$ cat config.mk
export PLATFORM = sky130hd
export DESIGN_NAME = vaddr_latch
export DESIGN_NICKNAME = d
export VERILOG_FILES = /design/src/rtl/vaddr_latch_pkg.sv /design/src/rtl/vl_toggle.sv /design/src/rtl/vl_temp_reg.sv /design/src/rtl/vl_cur_addr.sv /design/src/rtl/vaddr_latch.sv
export SDC_FILE = /design/constraint.sdc
export NUM_CORES = 1
export LEC_CHECK = 0
export BUFFER_PORTS_ARGS = -buffer_cell sky130_fd_sc_hd__buf_2
export CAP_MARGIN = 5
export CORE_MARGIN = 3
export CORE_UTILIZATION = 35
export DETAILED_ROUTE_END_ITERATION = 8
export RECOVER_POWER = 100
export SETUP_SLACK_MARGIN = 0.4
export SLEW_MARGIN = 0
export SYNTH_ARGS = -nofsm -noshare
export SYNTH_HDL_FRONTEND = slang
export SYNTH_SLANG_ARGS = --single-unit
$ cat constraint.sdc
create_clock -name clk_i -period 3.57 [get_ports clk_i]
set_input_delay 0.357 -clock clk_i [delete_from_list [all_inputs] [get_ports clk_i]]
set_output_delay 0.357 -clock clk_i [all_outputs]
set_load 0.01 [all_outputs]
$ cat src/rtl/vaddr_latch_pkg.sv
package vaddr_latch_pkg;
  localparam int unsigned VADDR_W = 15;
  localparam int unsigned DATA_W  = 8;
  localparam int unsigned FX_W    = 3;
  typedef logic [VADDR_W-1:0] vaddr_t;
  typedef logic [DATA_W-1:0]  wdata_t;
  typedef logic [FX_W-1:0]    fine_x_t;
endpackage

$ cat src/rtl/vl_toggle.sv
module vl_toggle (
  input  logic clk_i,
  input  logic rst_ni,
  input  logic flip_i,
  input  logic clr_i,
  output logic q_o
);
  logic q_q;

  always_ff @(posedge clk_i or negedge rst_ni) begin
    if (!rst_ni)     q_q <= 1'b0;
    else if (clr_i)  q_q <= 1'b0;
    else if (flip_i) q_q <= ~q_q;
  end

  assign q_o = q_q;
endmodule

$ cat src/rtl/vl_temp_reg.sv
module vl_temp_reg
  import vaddr_latch_pkg::*;
(
  input  logic    clk_i,
  input  logic    rst_ni,
  input  logic    ctrl_wr_i,
  input  logic    scroll_wr_i,
  input  logic    addr_wr_i,
  input  logic    second_i,
  input  wdata_t  wdata_i,
  output vaddr_t  t_next_o,
  output vaddr_t  t_o,
  output fine_x_t fine_x_o
);
  vaddr_t  t_q, t_n;
  fine_x_t fx_q, fx_n;

  always_comb begin
    t_n  = t_q;
    fx_n = fx_q;
    if (ctrl_wr_i) t_n[11:10] = wdata_i[1:0];
    if (scroll_wr_i) begin
      if (!second_i) begin
        fx_n      = wdata_i[2:0];
        t_n[4:0]  = wdata_i[7:3];
      end else begin
        t_n[14:12] = wdata_i[2:0];
        t_n[9:5]   = wdata_i[7:3];
      end
    end
    if (addr_wr_i) begin
      if (!second_i) begin
        t_n[13:8] = wdata_i[5:0];
        t_n[14]   = 1'b0;
      end else begin
        t_n[7:0]  = wdata_i;
      end
    end
  end

  always_ff @(posedge clk_i or negedge rst_ni) begin
    if (!rst_ni) begin
      t_q  <= '0;
      fx_q <= '0;
    end else begin
      t_q  <= t_n;
      fx_q <= fx_n;
    end
  end

  assign t_next_o = t_n;
  assign t_o      = t_q;
  assign fine_x_o = fx_q;
endmodule

$ cat src/rtl/vl_cur_addr.sv
module vl_cur_addr
  import vaddr_latch_pkg::*;
#(
  parameter int unsigned ROW_STEP = 32
) (
  input  logic   clk_i,
  input  logic   rst_ni,
  input  logic   load_i,
  input  vaddr_t load_val_i,
  input  logic   incr_i,
  input  logic   step_row_i,
  output vaddr_t v_o
);
  localparam vaddr_t STEP_ROW = vaddr_t'(ROW_STEP);
  localparam vaddr_t STEP_ONE = vaddr_t'(1);

  vaddr_t v_q;

  // load wins over increment
  always_ff @(posedge clk_i or negedge rst_ni) begin
    if (!rst_ni)     v_q <= '0;
    else if (load_i) v_q <= load_val_i;
    else if (incr_i) v_q <= v_q + (step_row_i ? STEP_ROW : STEP_ONE);
  end

  assign v_o = v_q;
endmodule

$ cat src/rtl/vaddr_latch.sv
module vaddr_latch
  import vaddr_latch_pkg::*;
#(
  parameter int unsigned ROW_STEP = 32
) (
  input  logic        clk_i,
  input  logic        rst_ni,
  input  logic        ctrl_wr_i,
  input  logic        scroll_wr_i,
  input  logic        addr_wr_i,
  input  logic [7:0]  wdata_i,
  input  logic        status_rd_i,
  input  logic        incr_i,
  input  logic        incr_step32_i,
  output logic [14:0] vaddr_o,
  output logic [14:0] taddr_o,
  output logic [2:0]  fine_x_o,
  output logic        toggle_o
);
  logic   second;
  vaddr_t t_next;

  vl_toggle u_tog (
    .clk_i  (clk_i),
    .rst_ni (rst_ni),
    .flip_i (scroll_wr_i | addr_wr_i),
    .clr_i  (status_rd_i),
    .q_o    (second)
  );

  vl_temp_reg u_temp (
    .clk_i       (clk_i),
    .rst_ni      (rst_ni),
    .ctrl_wr_i   (ctrl_wr_i),
    .scroll_wr_i (scroll_wr_i),
    .addr_wr_i   (addr_wr_i),
    .second_i    (second),
    .wdata_i     (wdata_i),
    .t_next_o    (t_next),
    .t_o         (taddr_o),
    .fine_x_o    (fine_x_o)
  );

  vl_cur_addr #(.ROW_STEP(ROW_STEP)) u_cur (
    .clk_i      (clk_i),
    .rst_ni     (rst_ni),
    .load_i     (addr_wr_i & second),
    .load_val_i (t_next),
    .incr_i     (incr_i),
    .step_row_i (incr_step32_i),
    .v_o        (vaddr_o)
  );

  assign toggle_o = second;
endmodule

==> results of run 1 <==
[state kept, by name (all words and copies together), names as in the netlist]
| name | cells |
|---|---|
| u_temp.t_o | 15 |
| u_temp.fine_x_o | 3 |
| u_cur.v_o | 15 |
| u_tog.q_o | 1 |
[worst max-delay path, cell delays in order (launching register included)]
cell	delay (ns)
sky130_fd_sc_hd__dfrtp_1	0.41
sky130_fd_sc_hd__ha_1	0.35
sky130_fd_sc_hd__nand4_1	0.11
sky130_fd_sc_hd__o21ai_0	0.63
sky130_fd_sc_hd__a31oi_1	0.17
sky130_fd_sc_hd__o31a_1	0.30
[through the flow]
step | hold WS, ns | utilization (%) | instance area [sq um] | power [W] | setup WS, ns
3_3_place_gp | 0.484 | 43.6 | 2140 | 0.00109 | 1.54
4_1_cts | 0.172 | 45.8 | 2250 | 0.00145 | 1.53
5_1_grt | 0.202 | 44.8 | 2200 | 0.00151 | 1.28
6_report | 0.212 | 44.8 | 2200 | 0.00141 | 1.49
2_1_floorplan | 0.0614 | - | 1850 | 0.000901 | 1.84
3_5_place_dp | 0.487 | 43.6 | 2140 | 0.00109 | 1.56
[final cells by class]
cell class	instances	area, sq um	share of cell area (%)
Clock buffer	7	76.3	3.47
Inverter	8	30.0	1.36
Multi-Input combinational cell	142	923	41.9
Clock inverter	1	30.0	1.36
Sequential cell	34	851	38.6
Timing Repair Buffer	50	208	9.43
Tap cell	67	83.8	3.81
[per-layer routing]
layer  vias up  routed length, microns  global-route usage [%]
li1        800                       -                       -
met1       759                    2320                    22.5
met2        49                    2180                    25.6
met3        10                     319                    4.65
met4         0                      90                    8.22
met5         -                       0                       0
[report_power, final]
group / total [W] / switching, W / internal (W)
Sequential: 0.000612 / 0.000119 / 0.000493
Clock: 0.000349 / 0.000140 / 0.000209
Combinational: 0.000445 / 0.000260 / 0.000185
[final timing paths]
kind | startpoint | endpoint | slack, ns | cells after the start
min reg2reg | u_temp.fine_x_o[1] | u_temp.fine_x_o[1] | 0.51 | 1
min | status_rd_i | u_tog.q_o | 0.21 | 2
max reg2reg | u_cur.v_o[5] | u_cur.v_o[13] | 1.49 | 5
min in group asynchronous | rst_ni | u_cur.v_o[0] | 0.57 | 1
max | u_cur.v_o[5] | u_cur.v_o[13] | 1.49 | 5
max in group asynchronous | rst_ni | u_cur.v_o[4] | 1.93 | 1
[kinds of logic (layout without fill, tap and decap cells)]
family,count (synthesis),count (layout),share of synthesized area (%)
AO/OA/AOI/OAI,60,60,19.8
AND/OR/NAND/NOR,59,59,17.4
adder cells (fa/ha/maj),3,3,2.03
flip-flops,34,34,46.0
multiplexers,14,14,7.78
XOR/XNOR,6,6,2.84
buffers and inverters,19,66,4.12
[synthesized netlist by cell type, types with 2 or more instances]
cell type / instances / area (sq um)
sky130_fd_sc_hd__a211oi_1: 9 / 67.6
sky130_fd_sc_hd__a21oi_1: 20 / 100
sky130_fd_sc_hd__a31oi_1: 6 / 37.5
sky130_fd_sc_hd__and2_1: 5 / 31.3
sky130_fd_sc_hd__and3_1: 3 / 18.8
sky130_fd_sc_hd__buf_1: 2 / 7.51
sky130_fd_sc_hd__clkbuf_1: 7 / 26.3
sky130_fd_sc_hd__dfrtp_1: 34 / 851
sky130_fd_sc_hd__ha_1: 3 / 37.5
sky130_fd_sc_hd__inv_1: 7 / 26.3
sky130_fd_sc_hd__mux2_2: 3 / 33.8
sky130_fd_sc_hd__mux2i_1: 11 / 110
sky130_fd_sc_hd__nand2_1: 15 / 56.3
sky130_fd_sc_hd__nand2b_1: 2 / 12.5
sky130_fd_sc_hd__nand3_1: 5 / 25.0
sky130_fd_sc_hd__nand4_1: 6 / 37.5
sky130_fd_sc_hd__nor2_1: 7 / 26.3
sky130_fd_sc_hd__nor2b_1: 6 / 37.5
sky130_fd_sc_hd__nor3b_1: 2 / 15.0
sky130_fd_sc_hd__o21a_1: 2 / 15.0
sky130_fd_sc_hd__o21ai_0: 9 / 45.0
sky130_fd_sc_hd__o22ai_1: 6 / 37.5
sky130_fd_sc_hd__o31a_1: 3 / 26.3
sky130_fd_sc_hd__or3_1: 2 / 12.5
sky130_fd_sc_hd__xor2_1: 5 / 43.8
==> reports/qor_table.md, run 1 <==
| Result | This run | Unit |
|:---|:---|:---|
| Final #Nets | 260 | - |
| Number of hold violations in the final report | 0 | - |
| Final worst-path cycle share | 58.4 | % |
| Outcome | finished, violations left | - |
| Relative slew slack | -23.7 | % |
| Root buffer cell | sky130_fd_sc_hd__clkbuf_8 | - |
| Leading cell type in the layout, fill and taps excluded | sky130_fd_sc_hd__clkbuf_1 | - |
| Starting DRC count in detailed routing | 95 | - |
| Count of filler cells inserted in the layout | 519 | - |
| Maximum achievable frequency | 480 | MHz |
| Async set-or-reset flop fraction in the synthesized netlist | 100 | % |
| Number of gates resized after cts | 0 | - |
| Per-cell via count in the routed design | 5.24 | - |
| Register clock-pin slew on the reported worst setup and hold paths | 0.07 | ns |
| Avg Inst Size Synth | 9.49 | sq um |
| Number of DRC violations after detailed routing | 0 | - |
| Floorplan die width | 78.7 | microns |
| Total leakage power | 0.907 | nW |
| Category of the worst setup path capture point | register | - |
| Final Max Tran Viols | 35 | - |
| RSZ-0062 raised after global routing | no | - |
| Share of final-layout standard cells stronger than drive strength 1 | 11.2 | % |
| Total negative slack for setup checks | 0 | ns |
| Total grt overflow | 0 | - |
| Total die area | 6200 | sq um |
| Routed length per instance | 15.9 | microns |
| Worst Setup Path Type | register to register | - |
| Maximum clock insertion buffer count | 2 | - |
| Via count of the first global-routing pass | 1593 | - |
| Sinks on the clock net | 34 | - |
| Pin count of the biggest net entering global routing | 35 | - |
| Instance count of the mapped netlist | 195 | - |
| Antenna viol nets, final | 0 | - |
| Path type of the worst min-delay path | primary input to register | - |
| Critical path peak fanout | 6 | - |
| Gpl congestion | 0.783 | - |
| Violations in the final reports | capacitance limit, slew limit | - |
| Largest voltage drop on the vdd net | 0.274 | mV |
| Total CTS buffers | 5 | - |
| Count of antenna diodes in the layout | 0 | - |
| Synth Warn # | 0 | - |
| Top library cells by usage in the layout, fill and taps aside | 38 x sky130_fd_sc_hd__clkbuf_1, 34 x sky130_fd_sc_hd__dfrtp_1, 20 x sky130_fd_sc_hd__a21oi_1 | - |
| Depth of the CTS H-tree | 2 | - |
| Post-layout min period | 2.08 | ns |
| Postcts setup bufs | 0 | - |
| Floorplan Core Area | 4910 | sq um |
| Actual slew at the worst max-slew pin | 1.86 | ns |
| Detailed-placement wirelength estimate | 3490 | microns |
| Synth unique cells | 40 | - |
| Net Count, Synth | 214 | - |
| Syn Std Cell Area | 1850 | sq um |
| Global-route wire length before repair | 8030 | microns |
| Critical path launch point type | register | - |
| Total setup violations reported at the end of the flow | 0 | - |
| Max-capacitance violation count | 1 | - |
| Post-Place Cells | 301 | - |
| Antenna violations before repair | 0 | - |
| Setup skew after layout | 0.00360 | ns |
| Starting density of the core | 37.7 | % |
| TritonCTS clock tree | built | - |
| Data required time of the worst path | 3.74 | ns |
| Floorplan die height | 78.7 | microns |
| Total number of vias | 1618 | - |
| Cts hold-fix bufs | 0 | - |
| Clock latency of the later-clocked register in the worst-skew pair | 0.29 | ns |
| Critical Path AT | 2.26 | ns |
| Global-route usage over all layers | 17.0 | % |
| Power per unit of standard cell area | 638 | nW/um^2 |
| Post-route non-filler standard cell count | 309 | - |
| Layout overhead on the synthesized area | 19.0 | % |
| Sequential cell area fraction in the yosys report | 46.0 | % |
| Number of primary I/O pins | 50 | - |
| Count of port buffers added during placement | 49 | - |
| Number of synthesized flops with an enable pin | 0 | - |
| Number of iterations in the first detailed-routing pass | 4 | - |
| Routed wire length | 4900 | microns |
| Standard-cell row count | 25 | - |
| Flop and latch count out of synthesis | 34 | - |
| Most frequently used flop master after synthesis | sky130_fd_sc_hd__dfrtp_1 | - |
(Power assumes the default switching activity.)
==> run 2, diff against run 1 <==
Settings changed: ABC_AREA set to 1.
Clock period 3.57 ns to 1.89 ns, I/O delays scaled along.
==> run 2 against run 1 <==
Effect of this change: the flow now finishes without violations; total power rose by 74%; non-clock buffer count up 2; fmax grew 32%; synthesized area rose by 9.7%; die area rose by 9.0%; synthesized cell count increased by 39%; sequential power increased by 76%; cell count up 28%; global-route usage is 1.8 points higher; design area increased by 11%; critical path depth rose by 1; sequential share of layout area is 4.0 points lower; critical path type unchanged; largest power group unchanged.
==> reports/qor_table.md, run 2 <==
| Result | This run | Unit | vs previous |
|:---|:---|:---|:---|
| Outcome | finished, final reports clean | - |  |
| Total number of vias | 1979 | - | +22% |
| Count of port buffers added during placement | 49 | - | unchanged |
| Largest cells by area after synthesis | sky130_fd_sc_hd__dfrtp_1 42%, sky130_fd_sc_hd__nand2_1 13%, sky130_fd_sc_hd__nand3_1 5.2% | - |  |
| Met3 layer usage reported by global route | 2.49 | % | -2.2 points |
| Antenna viol nets, final | 0 | - | unchanged |
| Gpl congestion | 0.827 | - | +5.6% |
| Power per unit of standard cell area | 999 | nW/um^2 | +56% |
| Pin count of the biggest net entering global routing | 35 | - | unchanged |
| Count of antenna diodes in the layout | 0 | - | unchanged |
| Final #Nets | 343 | - | +32% |
| Global-route wire length before repair | 9600 | microns | +19% |
| Global-route usage over all layers | 18.8 | % | +1.8 points |
| Floorplan die height | 82.2 | microns | +4.4% |
| Top cell type's share of synthesized area | 41.9 | % | -4.1 points |
| Maximum clock insertion buffer count | 2 | - | unchanged |
| Final Max Tran Viols | 0 | - | -100% |
| Layout overhead on the synthesized area | 20.9 | % |  |
| Critical path launch point type | register | - |  |
| Total negative slack for setup checks | 0 | ns | unchanged |
| Async set-or-reset flop fraction in the synthesized netlist | 100 | % | unchanged |
| Synth unique cells | 35 | - | -13% |
| Worst Hold Slack | 0.0122 | ns | -0.199 ns |
| Leading area contributor after synthesis | sky130_fd_sc_hd__dfrtp_1 | - |  |
| Data required time of the worst path | 2.07 | ns | -1.67 ns |
| Antenna violations before repair | 0 | - | unchanged |
| Max-capacitance violation count | 0 | - | -1 |
| Starting density of the core | 36.4 | % | -1.3 points |
| Leading cell type in the layout, fill and taps excluded | sky130_fd_sc_hd__nand2_1 | - |  |
| Count of filler cells inserted in the layout | 618 | - | +19% |
| Final worst-path cycle share | 83.5 | % | +25 points |
| Starting DRC count in detailed routing | 129 | - | +36% |
| Register clock-pin slew on the reported worst setup and hold paths | 0.08 | ns | about the same |
| Total CTS buffers | 5 | - | unchanged |
| Share of final-layout standard cells stronger than drive strength 1 | 17.9 | % | +6.7 points |
| Via count of the first global-routing pass | 1896 | - | +19% |
| Routed length per instance | 14.9 | microns | -6.2% |
| Number of primary I/O pins | 50 | - | unchanged |
| TritonCTS clock tree | built | - |  |
| Per-cell via count in the routed design | 5.00 | - | -4.6% |
| Grt met1 use | 26.4 | % | +3.9 points |
| Category of the worst setup path capture point | register | - |  |
| Sequential cell area fraction in the yosys report | 41.9 | % | -4.1 points |
| Instance count of the mapped netlist | 272 | - | +39% |
| Total die area | 6750 | sq um | +9.0% |
| Total setup violations reported at the end of the flow | 0 | - | unchanged |
| Slowest-stage cell, CP | sky130_fd_sc_hd__dfrtp_1 | - |  |
| Most frequently used flop master after synthesis | sky130_fd_sc_hd__dfrtp_1 | - |  |
| Actual slew at the worst max-slew pin | 0.889 | ns | -0.966 ns |
| GRT met2 Usage | 29.7 | % | +4.2 points |
| Number of synthesized flops with an enable pin | 0 | - | unchanged |
| Path type of the worst min-delay path | primary input to async pin | - |  |
| Net Count, Synth | 291 | - | +36% |
| List of cells traversed by the critical path | nand2_8 -> nand2_1 -> inv_4 -> o21ai_0 -> a21o_1 -> nand3_1 | - |  |
| Top library cells by usage in the layout, fill and taps aside | 73 x sky130_fd_sc_hd__nand2_1, 34 x sky130_fd_sc_hd__dfrtp_1, 33 x sky130_fd_sc_hd__clkbuf_1 | - |  |
| Syn Std Cell Area | 2030 | sq um | +9.7% |
| Number of DRC violations after detailed routing | 0 | - | unchanged |
| Maximum achievable frequency | 634 | MHz | +32% |
| Standard-cell row count | 27 | - | +8.0% |
| Synth Warn # | 0 | - | unchanged |
| Floorplan die width | 82.2 | microns | +4.4% |
| Routed wire length | 5900 | microns | +20% |
| Top cell types by occurrence after synthesis | 73 x sky130_fd_sc_hd__nand2_1, 34 x sky130_fd_sc_hd__dfrtp_1, 26 x sky130_fd_sc_hd__inv_1 | - |  |
| Critical Path AT | 1.75 | ns | -0.51 ns |
| Critical path peak fanout | 19 | - | +13 |
| Slowest Stage Delay on Critical Path | 0.72 | ns | +0.09 ns |
| Worst Setup Path Type | register to register | - |  |
| Total grt overflow | 0 | - | unchanged |
| Most common cell in the synthesized netlist | sky130_fd_sc_hd__nand2_1 | - |  |
| Post-layout min period | 1.58 | ns | -0.507 ns |
| Setup skew after layout | 0.00820 | ns | +0.00459 ns |
| RSZ-0062 raised after global routing | yes | - |  |
| Relative slew slack | 40.7 | % | +64 points |
| Depth of the CTS H-tree | 2 | - | unchanged |
| Total leakage power | 1.15 | nW | +27% |
| Number of iterations in the first detailed-routing pass | 4 | - | unchanged |
| Detailed-placement wirelength estimate | 4450 | microns | +27% |
| Busiest layer in global routing | met2 | - |  |
| Avg Inst Size Synth | 7.47 | sq um | -21% |
| Flop and latch count out of synthesis | 34 | - | unchanged |
| Number of hold violations in the final report | 0 | - | unchanged |
| Clock latency of the later-clocked register in the worst-skew pair | 0.29 | ns | about the same |
| Root buffer cell | sky130_fd_sc_hd__clkbuf_8 | - |  |
| Largest voltage drop on the vdd net | 0.462 | mV | +69% |
| Sinks on the clock net | 34 | - | unchanged |
| Floorplan Core Area | 5570 | sq um | +14% |
[run 2: changes by cell type after synthesis, moves of 5 or more]
| cell | delta |
|---|---|
| sky130_fd_sc_hd__nand2_2 | +5 |
| sky130_fd_sc_hd__clkbuf_1 | -7 |
| sky130_fd_sc_hd__and2_1 | -5 |
| sky130_fd_sc_hd__nor2_1 | +16 |
| sky130_fd_sc_hd__a211oi_1 | -8 |
| sky130_fd_sc_hd__o21ai_0 | +12 |
| sky130_fd_sc_hd__mux2i_1 | -11 |
| sky130_fd_sc_hd__nor2b_1 | -6 |
| sky130_fd_sc_hd__inv_2 | +5 |
| sky130_fd_sc_hd__inv_1 | +19 |
| sky130_fd_sc_hd__nand3_1 | +16 |
| sky130_fd_sc_hd__a21oi_1 | -12 |
| sky130_fd_sc_hd__nand2_1 | +58 |
[run 2: stage by stage]
| stage | power, W | std cells | utilization, % | instance area (sq um) | worst slack (ns) |
|---|---|---|---|---|---|
| finish | 0.00245 | 396 | 44.0 | 2450 | 0.313 |
| CTS | 0.00247 | 395 | 44.0 | 2450 | 0.384 |
| global route | 0.00264 | 396 | 44.0 | 2450 | 0.178 |
| global placement | 0.00188 | 386 | 41.5 | 2320 | 0.297 |
| floorplan | 0.00155 | 272 | - | 2030 | 0.445 |
| detailed placement | 0.00189 | 386 | 41.5 | 2320 | 0.280 |
[run 2: power breakdown]
| group | total, W | switching, W | internal (W) |
|---|---|---|---|
| registers | 0.00108 | 0.000204 | 0.000881 |
| logic | 0.000846 | 0.000526 | 0.000320 |
| clock network | 0.000521 | 0.000274 | 0.000247 |
[run 2: repair_timing]
action,4_1_cts,5_1_grt
setup endpoints to repair,7,7
resized for setup,8,14
hold buffers,0,0
pin swaps,1,10
setup buffers,2,1
[run 2: cell families (layout without fill, tap and decap cells)]
group | after synthesis | in the layout | synth area share [%]
AOI/OAI and AO/OA | 53 | 53 | 15.7
DFF | 34 | 34 | 41.9
xor gates and xnor gates | 1 | 1 | 0.431
buffers and inverters | 41 | 93 | 9.12
adders and majority gates | 3 | 3 | 1.85
and+or+nand+nor | 140 | 140 | 31.0
[run 2: final timing paths]
check | startpoint | to | slack, ns | depth (start not counted)
hold reg to reg | u_temp.fine_x_o[2] | u_temp.fine_x_o[2] | 0.49 | 2
hold / removal | rst_ni | u_temp.t_o[11] | 0.01 | 1
setup / recovery | u_tog.q_o | u_cur.v_o[5] | 0.31 | 6
setup reg to reg | u_tog.q_o | u_cur.v_o[5] | 0.31 | 6
max in group asynchronous | rst_ni | u_temp.fine_x_o[1] | 1.33 | 1
min in group clk_i | status_rd_i | u_tog.q_o | 0.04 | 2
[run 2: critical path: cells and delay by family (launching register included)]
kind,cells,cell delay (ns)
flops,1,0.72
buf+inv,1,0.09
compound gates,2,0.19
simple gates,3,0.45
[run 2: layout make-up]
class                      instances  area, sq um  share of cell area [%]
multi-input combinational        197         1080                    43.8
clock buffer                       5         68.8                    2.80
timing repair buffer              52          224                    9.12
inverter                          34          135                    5.50
tap                               72         90.1                    3.67
clock inverter                     2         10.0                   0.408
sequential                        34          851                    34.7
[run 2: layer usage]
layer	up-vias	part of all wire (%)
li1	995	-
met1	922	48
met2	57	46
met3	5	4.2
met4	0	1.3
met5	-	0
==> run 3, diff against run 2 <==
Clock period 1.89 ns to 1.61 ns, I/O delays scaled along.
==> run 3 against run 2 <==
Effect of this change: utilization up 6.7 points; flip-flop and latch count did not move; critical endpoint is now u_cur.v_o[7]; wire length up 11%; total power grew 33%.
==> reports/qor_table.md, run 3 (same netlist as run 2, synthesis figures left out) <==
| Result | This run | Unit | vs previous |
|:---|:---|:---|:---|
| Outcome | finished, final reports clean | - |  |
| R2r startpoint | u_cur.v_o[5] | - |  |
| Clock share of power | 25.4 | % | +4.2 points |
| Power per unit of standard cell area | 1160 | nW/um^2 | +16% |
| Global-route wire length before repair | 10500 | microns | +9.8% |
| Count of antenna diodes in the layout | 0 | - | unchanged |
| Number of DRC violations after detailed routing | 0 | - | unchanged |
| Floorplan die height | 82.2 | microns | unchanged |
| Root buffer cell | sky130_fd_sc_hd__clkbuf_8 | - |  |
| Flop2flop setup slack | 0.12 | ns | -0.20 ns |
| Max-capacitance violation count | 0 | - | unchanged |
| Internal power component | 0.00196 | W | +36% |
| Clock latency of the later-clocked register in the worst-skew pair | 0.30 | ns | about the same |
| Count of buffer and inverter cells on the critical path | 0 | - | -1 |
| Starting density of the core | 36.4 | % | unchanged |
| Share of final-layout standard cells stronger than drive strength 1 | 29.0 | % | +11 points |
| Layout overhead on the synthesized area | 39.2 | % |  |
| Hold path endpoint | u_tog.q_o | - |  |
| Critical path launch point type | register | - |  |
| Critical path peak fanout | 4 | - | -15 |
| Leading cell type in the layout, fill and taps excluded | sky130_fd_sc_hd__nand2_1 | - |  |
| Via count of the first global-routing pass | 2129 | - | +12% |
| Depth of the worst register-to-register path | 7 | - | +1 |
| Final worst-path cycle share | 92.7 | % | +9.3 points |
| Detailed-placement wirelength estimate | 4530 | microns | +1.8% |
| Worst Setup Path Type | register to register | - |  |
| Total CTS buffers | 5 | - | unchanged |
| Total die area | 6750 | sq um | unchanged |
| Per-cell via count in the routed design | 5.15 | - | +3.0% |
| Register clock-pin slew on the reported worst setup and hold paths | 0.08 | ns | about the same |
| Starting DRC count in detailed routing | 102 | - | -21% |
| Maximum clock insertion buffer count | 2 | - | unchanged |
| Total setup violations reported at the end of the flow | 0 | - | unchanged |
| Data required time of the worst path | 1.80 | ns | -0.27 ns |
| Floorplan die width | 82.2 | microns | unchanged |
| Switching share of total power | 39.9 | % | -1.0 points |
| Pin count of the biggest net entering global routing | 20 | - | -43% |
| Worst Hold Depth | 2 | - |  |
| Top library cells by usage in the layout, fill and taps aside | 64 x sky130_fd_sc_hd__nand2_1, 40 x sky130_fd_sc_hd__clkbuf_1, 33 x sky130_fd_sc_hd__dfrtp_1 | - |  |
| Total number of vias | 2161 | - | +9.2% |
| Number of iterations in the first detailed-routing pass | 4 | - | unchanged |
| Reg-to-reg endpoint | u_cur.v_o[7] | - |  |
| Number of hold violations in the final report | 0 | - | unchanged |
| Critical Path AT | 1.68 | ns | -0.07 ns |
| Path type of the worst min-delay path | primary input to register | - |  |
| RSZ-0062 raised after global routing | yes | - |  |
| Count of port buffers added during placement | 49 | - | unchanged |
| Most frequent cell on the critical path | sky130_fd_sc_hd__nand2_1 | - |  |
| Antenna viol nets, final | 0 | - | unchanged |
| Gpl congestion | 0.828 | - | +0.17% |
| Number of primary I/O pins | 50 | - | unchanged |
| Slowest Stage Delay on Critical Path | 0.43 | ns | -0.29 ns |
| Global-route usage over all layers | 20.8 | % | +2.0 points |
| Slowest-stage cell, CP | sky130_fd_sc_hd__dfrtp_2 | - |  |
| Antenna violations before repair | 0 | - | unchanged |
| Standard-cell row count | 27 | - | unchanged |
| Worst Hold Slack | 0.0325 | ns | +0.0203 ns |
| Startpoint of the worst hold path | status_rd_i | - |  |
| List of cells traversed by the critical path | ha_4 -> nand2_2 -> nor2_1 -> nand2_1 -> nand2_1 -> xor2_1 -> o21bai_1 | - |  |
| Sinks on the clock net | 34 | - | unchanged |
| Routed wire length | 6550 | microns | +11% |
| Total negative slack for setup checks | 0 | ns | unchanged |
| Final #Nets | 366 | - | +6.7% |
| Category of the worst setup path capture point | register | - |  |
| Sequential fraction of design power | 39.0 | % | -5.3 points |
| Depth of the CTS H-tree | 2 | - | unchanged |
| Maximum achievable frequency | 670 | MHz | +5.6% |
| Actual slew at the worst max-slew pin | 0.464 | ns | -0.426 ns |
| Relative slew slack | 69.1 | % | +28 points |
| Share of total power in combinational logic | 35.6 | % | +1.1 points |
| Cell family with most CP delay | flip-flops | - |  |
| Floorplan Core Area | 5570 | sq um | unchanged |
| Largest voltage drop on the vdd net | 0.456 | mV | -1.3% |
| TritonCTS clock tree | built | - |  |
| Setup skew after layout | 0.00805 | ns | -0.000142 ns |
| Routed length per instance | 15.6 | microns | +4.8% |
| Total leakage power | 1.29 | nW | +11% |
| Final Max Tran Viols | 0 | - | unchanged |
| Total grt overflow | 0 | - | unchanged |
| Post-layout min period | 1.49 | ns | -0.0842 ns |
| Net switching power of the design | 0.00131 | W | +30% |
## run 3: layout make-up
class / instances / area, sq um
Clock buffer: 5 / 68.8
Clock inverter: 3 / 45.0
Fill cell: 564 / 2750
Inverter: 34 / 153
Multi-Input combinational cell: 198 / 1220
Sequential cell: 34 / 852
Tap cell: 72 / 90.1
Timing Repair Buffer: 74 / 400
## run 3: worst reg2reg max path, cell delays in order, from the launching register on
cell	delay, ns
sky130_fd_sc_hd__dfrtp_2	0.43
sky130_fd_sc_hd__ha_4	0.31
sky130_fd_sc_hd__nand2_2	0.07
sky130_fd_sc_hd__nor2_1	0.10
sky130_fd_sc_hd__nand2_1	0.06
sky130_fd_sc_hd__nand2_1	0.17
sky130_fd_sc_hd__xor2_1	0.17
sky130_fd_sc_hd__o21bai_1	0.07
## run 3: layer usage
layer / share of wire (%) / vias to the layer above / track usage (%)
met5: 0 / - / 0
met4: 1.0 / 0 / 9.47
met3: 6.5 / 6 / 4.23
met2: 48 / 83 / 33.2
met1: 44 / 1024 / 27.1
li1: - / 1048 / -
## run 3: stage by stage
step                      std cells  worst slack (ns)  area, sq um  total power (W)  utilization (%)
after floorplan                 272             0.234         2100          0.00190                -
after global placement          387             0.111         2400          0.00228             43.1
after global routing            420            0.0402         2830          0.00348             50.7
after detailed placement        387            0.0718         2400          0.00230             43.1
after CTS                       412             0.196         2740          0.00323             49.1
final                           420             0.117         2830          0.00327             50.7
## run 3: power by group through the flow
| stage | Sequential [W] | Clock [W] | Combinational [W] |
|---|---|---|---|
| 3_3_place_gp | 0.00128 | 0 | 0.00100 |
| 5_1_grt | 0.00131 | 0.000874 | 0.00130 |
| 2_1_floorplan | 0.00132 | 0 | 0.000581 |
| 4_1_cts | 0.00127 | 0.000843 | 0.00112 |
| 6_report | 0.00128 | 0.000830 | 0.00117 |
| 3_5_place_dp | 0.00129 | 0 | 0.00102 |
## run 3: worst max path at each step
stage | start | end | depth (start not counted)
detailed placement | u_tog.q_o | u_cur.v_o[6] | 5
global route | u_tog.q_o | u_temp.t_o[3] | 7
global placement | u_tog.q_o | u_cur.v_o[9] | 7
finish | u_cur.v_o[5] | u_cur.v_o[7] | 7
floorplan | u_cur.v_o[0] | u_cur.v_o[14] | 9
CTS | u_cur.v_o[0] | u_cur.v_o[14] | 9
## run 3: timing repair
item,CTS,global route
cloned,1,0
setup buffers,15,8
hold endpoints to repair,18,0
pin swaps,6,13
endpoints found under the setup margin,34,25
gates resized for setup,18,45
hold buffers,1,0
